==> config.mk <==
export PLATFORM = sky130hd
export DESIGN_NAME = freq_preset_counter
export DESIGN_NICKNAME = d
export VERILOG_FILES = /design/src/rtl/fpc_pkg.sv /design/src/rtl/fpc_prescaler.sv /design/src/rtl/fpc_decade.sv /design/src/rtl/fpc_hold.sv /design/src/rtl/freq_preset_counter.sv
export SDC_FILE = /design/constraint.sdc
export NUM_CORES = 1
export LEC_CHECK = 0
export BUFFER_PORTS_ARGS = -buffer_cell sky130_fd_sc_hd__buf_2
export CAP_MARGIN = 15
export CORE_MARGIN = 10
export CORE_UTILIZATION = 31
export CTS_CLUSTER_SIZE = 24
export DETAILED_ROUTE_END_ITERATION = 7
export GPL_TIMING_DRIVEN = 0
export PLACE_DENSITY = 0.5
export SLEW_MARGIN = 20
export SYNTH_ARGS = -nofsm -noshare
export SYNTH_HDL_FRONTEND = slang
export SYNTH_HIERARCHICAL = 1
export SYNTH_SLANG_ARGS = --single-unit
==> constraint.sdc <==
create_clock -name clk -period 13.38 [get_ports clk]
set_input_delay 0 -clock clk [delete_from_list [all_inputs] [get_ports clk]]
set_output_delay 0 -clock clk [all_outputs]
set_load 0.01 [all_outputs]
==> src/rtl/fpc_pkg.sv <==
package fpc_pkg;

  localparam int NDIG = 6;
  localparam int DW   = 4 * NDIG;

  typedef enum logic [1:0] {
    MODE_LSB = 2'b00,
    MODE_USB = 2'b01,
    MODE_CW  = 2'b10,
    MODE_AM  = 2'b11
  } fpc_mode_e;

  // Offset-cancelling code per mode, top digit in the highest nibble
  function automatic logic [DW-1:0] fpc_preset(input logic [1:0] mode);
    logic [DW-1:0] code;
    case (fpc_mode_e'(mode))
      MODE_LSB: code = 24'h910140;
      MODE_USB: code = 24'h910110;
      default:  code = 24'h910117;
    endcase
    return code;
  endfunction

  // One BCD step with wrap
  function automatic logic [3:0] bcd_step(input logic [3:0] d);
    return (d == 4'd9) ? 4'd0 : d + 4'd1;
  endfunction

  // True when every nibble is a legal BCD digit
  function automatic logic bcd_ok(input logic [DW-1:0] v);
    logic ok;
    ok = 1'b1;
    for (int i = 0; i < NDIG; i++) begin
      if (v[4*i +: 4] > 4'd9) ok = 1'b0;
    end
    return ok;
  endfunction

endpackage

==> src/rtl/fpc_prescaler.sv <==
module fpc_prescaler #(
  parameter int PRESCALE = 10
) (
  input  logic clk,
  input  logic rst_n,
  input  logic clr,
  input  logic en,
  output logic tick
);

  generate
    if (PRESCALE <= 1) begin : g_pass
      // every enabled pulse is one step
      assign tick = en & ~clr;
    end else begin : g_div
      localparam int CW = $clog2(PRESCALE);
      localparam logic [CW-1:0] LAST = CW'(PRESCALE - 1);

      logic [CW-1:0] cnt_q;
      logic          at_last;

      assign at_last = (cnt_q == LAST);
      assign tick    = en & ~clr & at_last;

      always_ff @(posedge clk or negedge rst_n) begin
        if (!rst_n) begin
          cnt_q <= '0;
        end else if (clr) begin
          cnt_q <= '0;
        end else if (en) begin
          cnt_q <= at_last ? '0 : cnt_q + 1'b1;
        end
      end
    end
  endgenerate

endmodule

==> src/rtl/fpc_decade.sv <==
module fpc_decade (
  input  logic       clk,
  input  logic       rst_n,
  input  logic       load,
  input  logic [3:0] load_val,
  input  logic       inc,
  output logic [3:0] q,
  output logic       carry
);

  import fpc_pkg::*;

  logic [3:0] q_r;

  assign q     = q_r;
  assign carry = inc & ~load & (q_r == 4'd9);

  always_ff @(posedge clk or negedge rst_n) begin
    if (!rst_n) begin
      q_r <= 4'd0;
    end else if (load) begin
      q_r <= load_val;
    end else if (inc) begin
      q_r <= bcd_step(q_r);
    end
  end

endmodule

==> src/rtl/fpc_hold.sv <==
module fpc_hold #(
  parameter int W = 24
) (
  input  logic         clk,
  input  logic         rst_n,
  input  logic         stb,
  input  logic [W-1:0] d,
  output logic [W-1:0] q
);

  always_ff @(posedge clk or negedge rst_n) begin
    if (!rst_n) begin
      q <= '0;
    end else if (stb) begin
      q <= d;
    end
  end

endmodule

==> src/rtl/freq_preset_counter.sv <==
module freq_preset_counter
  import fpc_pkg::*;
#(
  parameter int PRESCALE = 10
) (
  input  logic          clk,
  input  logic          rst_n,
  input  logic          cnt_en,
  input  logic [1:0]    mode_sel,
  input  logic          preset_ld,
  input  logic          latch_stb,
  input  logic          band_a,
  input  logic          band_b,
  output logic [DW-1:0] digits_o,
  output logic          blank_top_o
);

  // named internal events, observed by the bound checker
  logic            pre_tick;
  logic            top_carry;
  logic [DW-1:0]   casc_q;
  logic [DW-1:0]   preset_val;
  logic [NDIG-1:0] dec_inc;
  logic [NDIG-1:0] dec_carry;

  assign preset_val = fpc_preset(mode_sel);

  fpc_prescaler #(.PRESCALE(PRESCALE)) u_pre (
    .clk   (clk),
    .rst_n (rst_n),
    .clr   (preset_ld),
    .en    (cnt_en),
    .tick  (pre_tick)
  );

  generate
    for (genvar g = 0; g < NDIG; g++) begin : g_dec
      if (g == 0) begin : g_lsd
        assign dec_inc[g] = pre_tick;
      end else begin : g_upper
        assign dec_inc[g] = dec_carry[g-1];
      end

      fpc_decade u_dec (
        .clk      (clk),
        .rst_n    (rst_n),
        .load     (preset_ld),
        .load_val (preset_val[4*g +: 4]),
        .inc      (dec_inc[g]),
        .q        (casc_q[4*g +: 4]),
        .carry    (dec_carry[g])
      );
    end
  endgenerate

  // carry out of the top decade goes nowhere (modulo 10^6)
  assign top_carry = dec_carry[NDIG-1];

  fpc_hold #(.W(DW)) u_hold (
    .clk   (clk),
    .rst_n (rst_n),
    .stb   (latch_stb),
    .d     (casc_q),
    .q     (digits_o)
  );

  assign blank_top_o = band_a | band_b;

endmodule

# [After elaboration in Yosys (flattened, before gate mapping)]
# Index checks and enable logic that the tools add are counted.
[word_totals] register_bits=52
[op_classes] addsub=7 n_eq_ne=8 mux=22 bitwise_logic=14 n_reduce_logical=8
[ops] cell="2-to-1 mux 4 bit" count=21
[ops] cell="adder 4 x 1 -> 4 bit (second input constant)" count=7
[ops] cell="equality test 4 bit (second input constant)" count=7
[ops] cell="one-hot mux 7 bit (2 select lines)" count=1
[ops] cell="nonzero test 2 bit" count=7
[ops] cell="AND 1 bit" count=12
[ops] cell="equality test 2 x 1 -> 1 bit (second input constant)" count=1
[ops] cell="zero test 2 bit" count=1
[ops] cell="NOT 1 bit" count=1
[ops] cell="bitwise OR 1 bit" count=1

# [Longest topological paths before layout]
# Gate-level depths: netlist of run 1.
[depth] word_depth=15 depth_mapped=17 ltp_nobuf=17

# [Hierarchy]
# Netlist of run 1, hierarchy kept.
[by_module_without_submodules] mod="fpc_decade" n_inst=6 cells_per_inst=24 area_per_inst_um2=222.7 seq_area_each_um2=100.1
[by_module_without_submodules] mod="fpc_hold" n_inst=1 cells_per_inst=51 area_per_inst_um2=997.2 seq_area_each_um2=600.6
[by_module_without_submodules] mod="fpc_prescaler" n_inst=1 cells_per_inst=25 area_per_inst_um2=246.5 seq_area_each_um2=100.1
[by_module_without_submodules] mod="freq_preset_counter" n_inst=1 cells_per_inst=6 area_per_inst_um2=27.5 seq_area_each_um2=0.0

# [Least setup slack after synthesis of run 1]
# Ideal clock, no wire load.
[synth_path] kind="flip-flop to flip-flop" from="register u_pre.g_div.cnt_q[1]" to="register g_dec[5].u_dec.q_r[1]" arrival_ps=5335 required_ps=13301 path_slack_ps=7966 stages_incl_launch_ff=18 n_path_buf=0 path_cell_list="dfrtp_1 inv_1 ha_1 nand3b_2 nor3b_1 nand2_2 nor4b_1 nand2_2 nor4b_1 nand2_2 nor4b_1 nand2_2 nor4b_1 nand2_2 nor4b_1 nand2_2 or3_1 a2bb2oi_1"
[synth_between] elab_chain_cells=13
[synth_lines] element="from (decl)" line="fpc_prescaler.sv:19" rtl="logic [CW-1:0] cnt_q;"
[synth_lines] element="from (signal assigned)" line="fpc_prescaler.sv:31" rtl="cnt_q <= at_last ? '0 : cnt_q + 1'b1;"
[synth_lines] element="equality test 4 bit" line="fpc_prescaler.sv:22" rtl="assign at_last = (cnt_q == LAST);"
[synth_lines] element="AND 1 bit" line="fpc_prescaler.sv:23" rtl="assign tick = en & ~clr & at_last;"
[synth_lines] element="via pre_tick" line="freq_preset_counter.sv:19" rtl="logic pre_tick;"
[synth_lines] element="AND 1 bit (2 in a row)" line="fpc_decade.sv:16" rtl="assign carry = inc & ~load & (q_r == 4'd9);"
[synth_lines] element="via dec_carry[0]" line="freq_preset_counter.sv:24" rtl="logic [NDIG-1:0] dec_carry;"
[synth_lines] element="AND 1 bit (2 in a row)" line="fpc_decade.sv:16"
[synth_lines] element="via dec_carry[1]" line="freq_preset_counter.sv:24"
[synth_lines] element="AND 1 bit (2 in a row)" line="fpc_decade.sv:16"
[synth_lines] element="via dec_carry[2]" line="freq_preset_counter.sv:24"
[synth_lines] element="AND 1 bit (2 in a row)" line="fpc_decade.sv:16"
[synth_lines] element="via dec_carry[3]" line="freq_preset_counter.sv:24"
[synth_lines] element="AND 1 bit (2 in a row)" line="fpc_decade.sv:16"
[synth_lines] element="via dec_carry[4]" line="freq_preset_counter.sv:24"
[synth_lines] element="nonzero test 2 bit (no source line)"
[synth_lines] element="to (signal assigned)" line="fpc_decade.sv:22" rtl="q_r <= load_val;"
[synth_lines] element="to (signal assigned)" line="fpc_decade.sv:24" rtl="q_r <= bcd_step(q_r);"
[synth_lines] element="to (decl)" line="fpc_decade.sv:13" rtl="logic [3:0] q_r;"
# The timed path passes the listed nets, and every way through them passes these cells.
# A chain may end at the register's enable or synchronous reset.

# [Worst setup path after layout of run 1]
[layout_path] from="register u_pre.g_div.cnt_q[1]" to="register g_dec[5].u_dec.q_r[3]"
# The elaborated chain is that of the path after synthesis.

==> summary.md, run 1 <==
| Metric | Value |
|---|---|
| Worst-path clk slew | `90 ps` |
| Number of routed nets with antenna violations | `0` |
| Vias in the first global route | `1,883` |
| Min cycle time layout | `6460 ps` |
| R2R Setup Slk | `6920 ps` |
| Reg2reg path depth | `17` |
| Final setup vio count | `0` |
| Period utilization | `48.3%` |
| Initial antenna violation count | `0` |
| CP Cell Sequence | `inv_1 -> ha_1 -> nand3b_2 -> nor3b_1 -> nand2_2 -> nor4b_1 -> nand2_2 -> nor4b_1 -> nand2_2 -> nor4b_1 -> nand2_2 -> nor4b_1 -> nand2_2 -> nor4b_1 -> and4b_2 -> o21ai_0 -> a31oi_1` |
| Critical Path Sink | `g_dec[5].u_dec/q[3]` |
| Ports | `34` |
| Placed cells | `379` |
| Syn Area/Cell | `11.5 um2` |
| Clock Path Buffers | `2` |
| # rows | `33` |
| Inserted Diodes | `0` |
| Max Slew Vio Count | `0` |
| Post-Syn Area | `2600 um2` |
| Post-CTS Hold Buffers | `3` |
| Global-route wire length before repair | `8.91 mm` |
| Total grt overflow | `0` |
| # port buffers | `32` |
| CTS resizes | `0` |
| Total power | `333 uW` |
| Post-Syn Instances | `225` |
| Synthesis Warnings | `6` |
| Die width | `112 um` |
| Chip Height | `112 um` |
| Total routing usage reported by global routing | `8.36%` |
| MaxCap Viol Count | `0` |
| Unrepaired setup endpoints after global routing | `no` |
| Initial Util | `31.8%` |
| Post-DP HPWL | `3.38 mm` |
| Routed vias/inst | `4.60` |
| Pin count of the biggest net entering global routing | `53` |
| Critical path's slowest cell | `nor4b_1` |
| CP peak stage delay | `810 ps` |
| Full die area | `12,400 um2` |
| Vias | `1,790` |
| RePlAce Congestion | `0.755` |
| Clock root cell | `clkbuf_8` |
| Path type of the worst setup path | `flip-flop to flip-flop` |
| Setup crit end kind | `flip-flop` |
| H-tree Lvls | `2` |
| Layout cell share with drive strength beyond 1 | `27.8%` |
| R2r startpoint | `u_pre/g_div.cnt_q[1]` |
| Num CTS Buffers | `5` |
| Worst-Margin Slew | `894 ps` |
| Finished Cell Area | `3060 um2` |
| Clock skew | `8.25 ps` |
| Status | `finished clean` |
| Final wirelength | `5.02 mm` |
| Arrival @ worst endpoint | `6680 ps` |
| FF-to-FF End | `g_dec[5].u_dec/q[3]` |
| Leakage | `0.00135 uW` |
| Maximum VDD drop | `0.0377 mV` |
| NumNets Final | `295` |
| Fin util | `37.5%` |
| Final-report hold violation count | `0` |
| Req. time, crit path | `13,600 ps` |
| Hold Path Class | `primary input to flip-flop` |
| 1st-iter DRT viols | `60` |
| Core ar. | `8180 um2` |
| DRC | `0` |
| Non-Filler Instances | `389` |
| Pre-antenna DRT Iters | `4` |
| Setup TNS | `0 ps` |
| Rel. slew slack | `39.5%` |
| Post-CTS setup buffers | `0` |
| Routed length per instance | `12.9 um` |
| CTS sink cnt | `52` |
| Worst-path maximum fanout | `5` |
| Latest clock arrival within the worst-skew pair | `300 ps` |
| Post-DP Area | `2960 um2` |
| Power per Cell Area | `109 nW/um2` |
| Worst Setup Start Kind | `flip-flop` |
| Layout area overhead | `17.9%` |
| CTS tree | `built` |
| Worst setup path start | `u_pre/g_div.cnt_q[1]` |
| Max Freq | `0.155 GHz` |
-- sequential cells by signal (all words and copies together) (netlist names) --
signal and count:
g_dec.u_dec/q 24, u_hold/q 24, u_pre/g_div.cnt_q 4
-- placed cells by master (no fill, tap or decap) --
cell type,instances
a21boi_0,1
a21oi_1,9
a21oi_2,1
a2bb2oi_1,6
a31oi_1,6
and4b_1,1
and4b_2,6
buf_12,2
buf_2,31
buf_4,1
buf_6,1
clkbuf_1,2
clkbuf_8,5
clkinv_2,1
conb_1,19
dfrtp_1,52
dlygate4sd3_1,3
ha_1,2
inv_1,7
mux2_2,4
mux2_4,20
nand2_1,15
nand2_2,6
nand2b_1,2
nand3_1,6
nand3b_1,2
nand3b_2,1
nor2_1,7
nor2b_1,12
nor3b_1,1
nor4b_1,5
o21ai_0,26
or2_1,2
or3_1,6
or3b_1,1
xnor2_1,6
xor2_1,6
-- metrics by stage --
step	worst slack [ps]	hold slack [ps]
floorplan	7990	-296
detailed placement	6900	102
CTS	6850	8.70
global placement	6920	269
global route	6200	15.9
finish	6920	18.3
-- report_power, final --
| group | switching, uW | leakage, uW | internal (uW) |
|---|---|---|---|
| combinational | 27.1 | 0.000695 | 32.4 |
| clock | 49.5 | 0.0000410 | 35.7 |
| sequential | 14.6 | 0.000612 | 174 |
| total | 91.2 | 0.00135 | 242 |
-- cell type report --
| type | count | area, um2 |
|---|---|---|
| Buffer | 4 | 55.1 |
| Clock buffer | 6 | 72.6 |
| Clock inverter | 1 | 5.00 |
| Fill cell | 851 | 5110 |
| Inverter | 7 | 26.3 |
| Multi-Input combinational cell | 179 | 1280 |
| Sequential cell | 52 | 1300 |
| Tap cell | 105 | 131 |
| Timing Repair Buffer | 35 | 193 |
-- critical path: cells and delay by family (launching register included) --
| family | cells | cell delay, ps |
|---|---|---|
| buffers and inverters | 1 | 70 |
| adders and majority gates | 1 | 170 |
| DFF | 1 | 430 |
| and+or+nand+nor | 13 | 5450 |
| AOI/OAI and AO/OA | 2 | 260 |
-- worst min path at each step --
stage               from                    to  slack (ps)  cells after the start
2_1_floorplan      rst_n   g_dec[0].u_dec/q[0]        -300                      0
3_3_place_gp      band_a           blank_top_o         270                      3
3_5_place_dp       rst_n          u_hold/q[11]         100                      1
4_1_cts           cnt_en  u_pre/g_div.cnt_q[0]           9                      3
5_1_grt        latch_stb          u_hold/q[21]          20                      2
6_report          cnt_en  u_pre/g_div.cnt_q[0]          20                      3
-- layer usage --
layer  vias up  wire, um  track usage, %
met4         0        52            2.57
met1       860      2400            10.0
met2        23      2340            14.0
met3         5       217            2.68
met5         -         0               0
li1        902         -               -
No activity file was read; power rests on OpenSTA's default activity.
==> inputs of run 2 (changes only) <==
--- a/config.mk
+++ b/config.mk
@@ -12,7 +12,7 @@
 export CTS_CLUSTER_SIZE = 24
 export DETAILED_ROUTE_END_ITERATION = 7
 export GPL_TIMING_DRIVEN = 0
-export PLACE_DENSITY = 0.5
+export PLACE_DENSITY = 0.52
 export SLEW_MARGIN = 20
 export SYNTH_ARGS = -nofsm -noshare
 export SYNTH_HDL_FRONTEND = slang
==> constraint.sdc (replaced) <==
create_clock -name clk -period 5.3 [get_ports clk]
set_input_delay 0 -clock clk [delete_from_list [all_inputs] [get_ports clk]]
set_output_delay 0 -clock clk [all_outputs]
set_load 0.01 [all_outputs]
==> run 2 against run 1 <==
Effect of this change: fmax is 34% higher; final cell count is 0.51% higher; clock skew is 1.7 ps lower; flip-flop and latch count stayed put; worst hold slack better by 2.3 ps; via count is 1.6% lower; global-route usage hardly changed; clock-buffer cell count is 1 lower; sequential share of layout area is 1.3 points lower; largest cell class is now multi-input combinational cells; largest power group unchanged.
==> summary.md, run 2 (synthesized netlist as in run 1, its figures left out) <==
| Metric | Value |
|---|---|
| Final setup vio count | `0` |
| Pre-antenna DRT Iters | `4` |
| Hold Path Stages | `2` |
| Worst-path maximum fanout | `5` |
| CP bufs+invs | `1` |
| Worst Setup Start Kind | `flip-flop` |
| Crit path max-delay family | `simple AND/OR/NAND/NOR gates` |
| Commonest non-fill, non-tap cell in the layout | `dfrtp_1` |
| Period utilization | `91.2%` |
| Hold Path Class | `primary input to flip-flop` |
| Dpl ws | `-999 ps` |
| Num CTS Buffers | `5` |
| Most used cell, CP | `nand2_2` |
| Total grt overflow | `0` |
| Vias in the first global route | `1,753` |
| Reg2reg path depth | `17` |
| Ports | `34` |
| Req. time, crit path | `5520 ps` |
| Hold path endpoint | `u_hold/q[23]` |
| Pin count of the biggest net entering global routing | `53` |
| Number of routed nets with antenna violations | `0` |
| Max Slew Vio Count | `0` |
| Hold Crit Start | `latch_stb` |
| Rel. slew slack | `42.9%` |
| Final-report hold violation count | `0` |
| Post-DP HPWL | `3.44 mm` |
| R2R Setup Slk | `470 ps` |
| Total routing usage reported by global routing | `8.33%` |
| RePlAce Congestion | `0.770` |
| CTS sink cnt | `52` |
| R2r startpoint | `u_pre/g_div.cnt_q[1]` |
| Max Freq | `0.207 GHz` |
| CP peak stage delay | `500 ps` |
| Worst-path clk slew | `90 ps` |
| Largest regs | `g_dec.u_dec/q (24), u_hold/q (24), u_pre/g_div.cnt_q (4)` |
| Layout cell share with drive strength beyond 1 | `30.4%` |
| Core ar. | `8180 um2` |
| DRC | `0` |
| Clock skew | `6.59 ps` |
| Maximum VDD drop | `0.101 mV` |
| Setup crit end kind | `flip-flop` |
| Unrepaired setup endpoints after global routing | `no` |
| Worst-Margin Slew | `857 ps` |
| Fin worst setup slack | `467 ps` |
| Leakage | `0.00138 uW` |
| Path type of the worst setup path | `flip-flop to flip-flop` |
| NumNets Final | `296` |
| 1st-iter DRT viols | `79` |
| # port buffers | `32` |
| FF-to-FF End | `g_dec[5].u_dec/q[1]` |
| Die width | `112 um` |
| Latest clock arrival within the worst-skew pair | `300 ps` |
| Layout area overhead | `21.7%` |
| Vias | `1,761` |
| CP Cell Sequence | `inv_1 -> ha_1 -> nand3b_2 -> nor3b_2 -> nand2_2 -> nor4b_2 -> nand2_2 -> nor4b_2 -> nand2_2 -> nor4b_4 -> nand2_2 -> nor4b_4 -> nand2_2 -> nor4b_2 -> nand2_2 -> or3_1 -> a2bb2oi_1` |
| Clock root cell | `clkbuf_8` |
| Power per Cell Area | `286 nW/um2` |
| Fin util | `38.7%` |
| CTS tree | `built` |
| Routed vias/inst | `4.50` |
| Routed length per instance | `13.0 um` |
| Critical path's slowest cell | `nor4b_2` |
| Post-DP Area | `2960 um2` |
| Final wirelength | `5.10 mm` |
| Post-CTS setup buffers | `0` |
| Arrival @ worst endpoint | `5060 ps` |
| Hold_ws | `20.7 ps` |
| Min cycle time layout | `4830 ps` |
| Status | `finished clean` |
| Clock Path Buffers | `2` |
| H-tree Lvls | `2` |
| Global-route wire length before repair | `8.80 mm` |
| Full die area | `12,400 um2` |
| Chip Height | `112 um` |
| Initial Util | `31.8%` |
| MaxCap Viol Count | `0` |
| Most frequent cells in the layout | `52 x dfrtp_1, 31 x buf_2, 26 x o21ai_0` |
| # rows | `33` |
| Inserted Diodes | `0` |
| Finished Cell Area | `3160 um2` |
| Initial antenna violation count | `0` |
## run 2: cell type report
class                      count  area [um2]
clock inverter                 3        42.5
buffer                         4        55.1
fill                         808        5010
timing repair buffer          36         203
sequential                    52        1300
inverter                       7        26.3
clock buffer                   5        68.8
tap                          105         131
multi-input combinational    179        1330
## run 2: worst max-delay path by stage
stage / start / to / slack [ps] / depth (start not counted)
final: u_pre/g_div.cnt_q[1] / g_dec[5].u_dec/q[1] / 470 / 17
after global routing: u_pre/g_div.cnt_q[1] / g_dec[5].u_dec/q[1] / 30 / 17
after CTS: u_pre/g_div.cnt_q[1] / g_dec[5].u_dec/q[1] / 30 / 17
after detailed placement: u_pre/g_div.cnt_q[1] / g_dec[5].u_dec/q[1] / -1000 / 17
after global placement: u_pre/g_div.cnt_q[1] / g_dec[5].u_dec/q[1] / -920 / 17
after floorplan: u_pre/g_div.cnt_q[1] / g_dec[5].u_dec/q[1] / 90 / 17
## run 2: report_power, final
| part | switching [uW] | internal, uW | leakage (uW) |
|---|---|---|---|
| Clock | 133 | 140 | 0.0000541 |
| Combinational | 69.3 | 83.3 | 0.000717 |
| Sequential | 39.4 | 439 | 0.000612 |
## run 2: layer usage
layer / vias up / routed length, um / track usage [%]
li1: 903 / - / -
met1: 832 / 2580 / 10.9
met2: 24 / 2220 / 12.6
met3: 2 / 238 / 2.63
met4: 0 / 49 / 2.83
met5: - / 0 / 0
## run 2: timing repair
action,4_1_cts,5_1_grt
hold endpoints to repair,54,0
resized for setup,4,3
setup endpoints to repair,8,4
hold buffers,4,0
## run 2: through the flow
step	std cells	power, uW	TNS (ps)
after floorplan	242	574	0
after global placement	379	635	-4090
after detailed placement	379	638	-4700
after CTS	391	923	0
after global routing	391	964	0
final	391	904	0
==> inputs of run 3 (changes only) <==
--- a/config.mk
+++ b/config.mk
@@ -13,6 +13,7 @@
 export DETAILED_ROUTE_END_ITERATION = 7
 export GPL_TIMING_DRIVEN = 0
 export PLACE_DENSITY = 0.52
+export RECOVER_POWER = 100
 export SLEW_MARGIN = 20
 export SYNTH_ARGS = -nofsm -noshare
 export SYNTH_HDL_FRONTEND = slang
==> run 3 against run 2 <==
Effect of this change: the run now ends with capacitance limit, slew limit left; die area is the same; sequential power is essentially flat; fmax is essentially flat; first-iteration DRC count grew 15%; total power shrank 2.8%; clock skew is essentially flat; critical path depth is the same; utilization shrank 1.4 points; cell area shrank 3.6%.
==> summary.md, run 3 (synthesized netlist as in run 1, its figures left out) <==
| Metric | Value |
|---|---|
| Layout cell share with drive strength beyond 1 | `14.0%` |
| Worst-path clk slew | `90 ps` |
| Clock root cell | `clkbuf_8` |
| Pin count of the biggest net entering global routing | `53` |
| Min cycle time layout | `4830 ps` |
| Inserted Diodes | `0` |
| Commonest non-fill, non-tap cell in the layout | `dfrtp_1` |
| # port buffers | `32` |
| Non-Filler Instances | `391` |
| Placed cells | `379` |
| Final setup vio count | `0` |
| Largest regs | `g_dec.u_dec/q (24), u_hold/q (24), u_pre/g_div.cnt_q (4)` |
| Global-route wire length before repair | `8.80 mm` |
| Hold Path Stages | `2` |
| Routed vias/inst | `4.51` |
| Worst-Margin Slew | `2810 ps` |
| Rel. slew slack | `-87.2%` |
| Period utilization | `91.1%` |
| Worst setup path start | `u_pre/g_div.cnt_q[1]` |
| 1st-iter DRT viols | `91` |
| Worst-path maximum fanout | `5` |
| Chip Height | `112 um` |
| Post-DP Area | `2960 um2` |
| Max Slew Vio Count | `53` |
| Vias | `1,764` |
| Worst Setup Start Kind | `flip-flop` |
| Total power | `879 uW` |
| Unrepaired setup endpoints after global routing | `no` |
| H-tree Lvls | `2` |
| FF-to-FF End | `g_dec[5].u_dec/q[1]` |
| Full die area | `12,400 um2` |
| Reg2reg path depth | `17` |
| Failing checks | `capacitance limit, slew limit` |
| Post-CTS setup buffers | `0` |
| Vias in the first global route | `1,753` |
| CTS sink cnt | `52` |
| Total grt overflow | `0` |
| Post-DP HPWL | `3.44 mm` |
| Power per Cell Area | `288 nW/um2` |
| CTS tree | `built` |
| R2r startpoint | `u_pre/g_div.cnt_q[1]` |
| Pre-antenna DRT Iters | `4` |
| RePlAce Congestion | `0.770` |
| Latest clock arrival within the worst-skew pair | `300 ps` |
| Req. time, crit path | `5520 ps` |
| Filler cells | `846` |
| Routed length per instance | `13.0 um` |
| Finished Cell Area | `3050 um2` |
| Most frequent cells in the layout | `52 x dfrtp_1, 27 x clkbuf_1, 26 x o21ai_0` |
| Ports | `34` |
| Layout area overhead | `17.3%` |
| Initial Util | `31.8%` |
| Total routing usage reported by global routing | `8.33%` |
| Clock Path Buffers | `2` |
| Hold Crit Start | `latch_stb` |
| Hold Path Class | `primary input to flip-flop` |
| # rows | `33` |
| Number of routed nets with antenna violations | `0` |
| Path type of the worst setup path | `flip-flop to flip-flop` |
| Core ar. | `8180 um2` |
| Final wirelength | `5.09 mm` |
| Final-report hold violation count | `0` |
| DRC | `0` |
| MaxCap Viol Count | `1` |
| Num CTS Buffers | `5` |
| Status | `finished, violations left` |
| Setup crit end kind | `flip-flop` |
| Fin util | `37.3%` |
| Die width | `112 um` |
| Maximum VDD drop | `0.101 mV` |
| R2R Setup Slk | `470 ps` |
| Clock skew | `7.03 ps` |
| Leakage | `0.00123 uW` |
| NumNets Final | `296` |
| Arrival @ worst endpoint | `5050 ps` |
| Hold path endpoint | `u_hold/q[23]` |
| Max Freq | `0.207 GHz` |
| Hold_ws | `22.2 ps` |
| Initial antenna violation count | `0` |
run 3: cell count changes in the layout (fill, tap and decap cells not counted):
cell,delta
mux2_1,+20
a21oi_1,+1
buf_4,-1
a21oi_2,-1
clkbuf_1,+26
buf_2,-25
mux2_4,-20
run 3: area by class of cell:
class | instances | area, um2 | share of cell area, %
plain buffers | 4 | 55.1 | 1.81
clock buffers | 5 | 68.8 | 2.26
clock inverters | 3 | 42.5 | 1.40
inverters | 7 | 26.3 | 0.862
multi-input cells | 179 | 1250 | 41.2
flip-flops and latches | 52 | 1300 | 42.7
well taps | 105 | 131 | 4.31
repair buffers | 36 | 168 | 5.50
run 3: how the worst max path moves through the flow:
stage / endpoint / cells past startpoint
floorplan: g_dec[5].u_dec/q[1] / 17
global placement: g_dec[5].u_dec/q[1] / 17
detailed placement: g_dec[5].u_dec/q[1] / 17
CTS: g_dec[5].u_dec/q[1] / 17
global route: g_dec[5].u_dec/q[1] / 17
finish: g_dec[5].u_dec/q[1] / 17
run 3: power by group:
part / internal (uW) / total (uW) / switching [uW] / leakage [uW]
Sequential: 439 / 477 / 38.2 / 0.000612
Clock: 140 / 274 / 134 / 0.0000541
Combinational: 58.7 / 127 / 68.5 / 0.000563
run 3: repair_timing:
item	CTS	global route
gates resized for setup	4	3
hold buffers	4	0
setup endpoints to repair	8	4
hold endpoints to repair	54	0
run 3: stage by stage:
stage	TNS, ps	setup slack (ps)
finish	0	470
CTS	0	30.7
global placement	-4090	-917
floorplan	0	94.4
global route	0	27.8
detailed placement	-4700	-999
run 3: metal layers:
layer / vias up / global-route usage (%) / routed length [um]
met5: - / 0 / 0
met4: 0 / 2.83 / 49
met3: 2 / 2.63 / 203
met2: 24 / 12.6 / 2240
met1: 838 / 10.9 / 2600
li1: 900 / - / -
run 3: critical path, cell delays in order (launching register included):
cell	delay (ps)
dfrtp_1	430
inv_1	70
ha_1	180
nand3b_2	130
nor3b_2	390
nand2_2	130
nor4b_2	500
nand2_2	150
nor4b_2	480
nand2_2	160
nor4b_4	380
nand2_2	140
nor4b_4	390
nand2_2	130
nor4b_2	490
nand2_2	120
or3_1	320
a2bb2oi_1	150
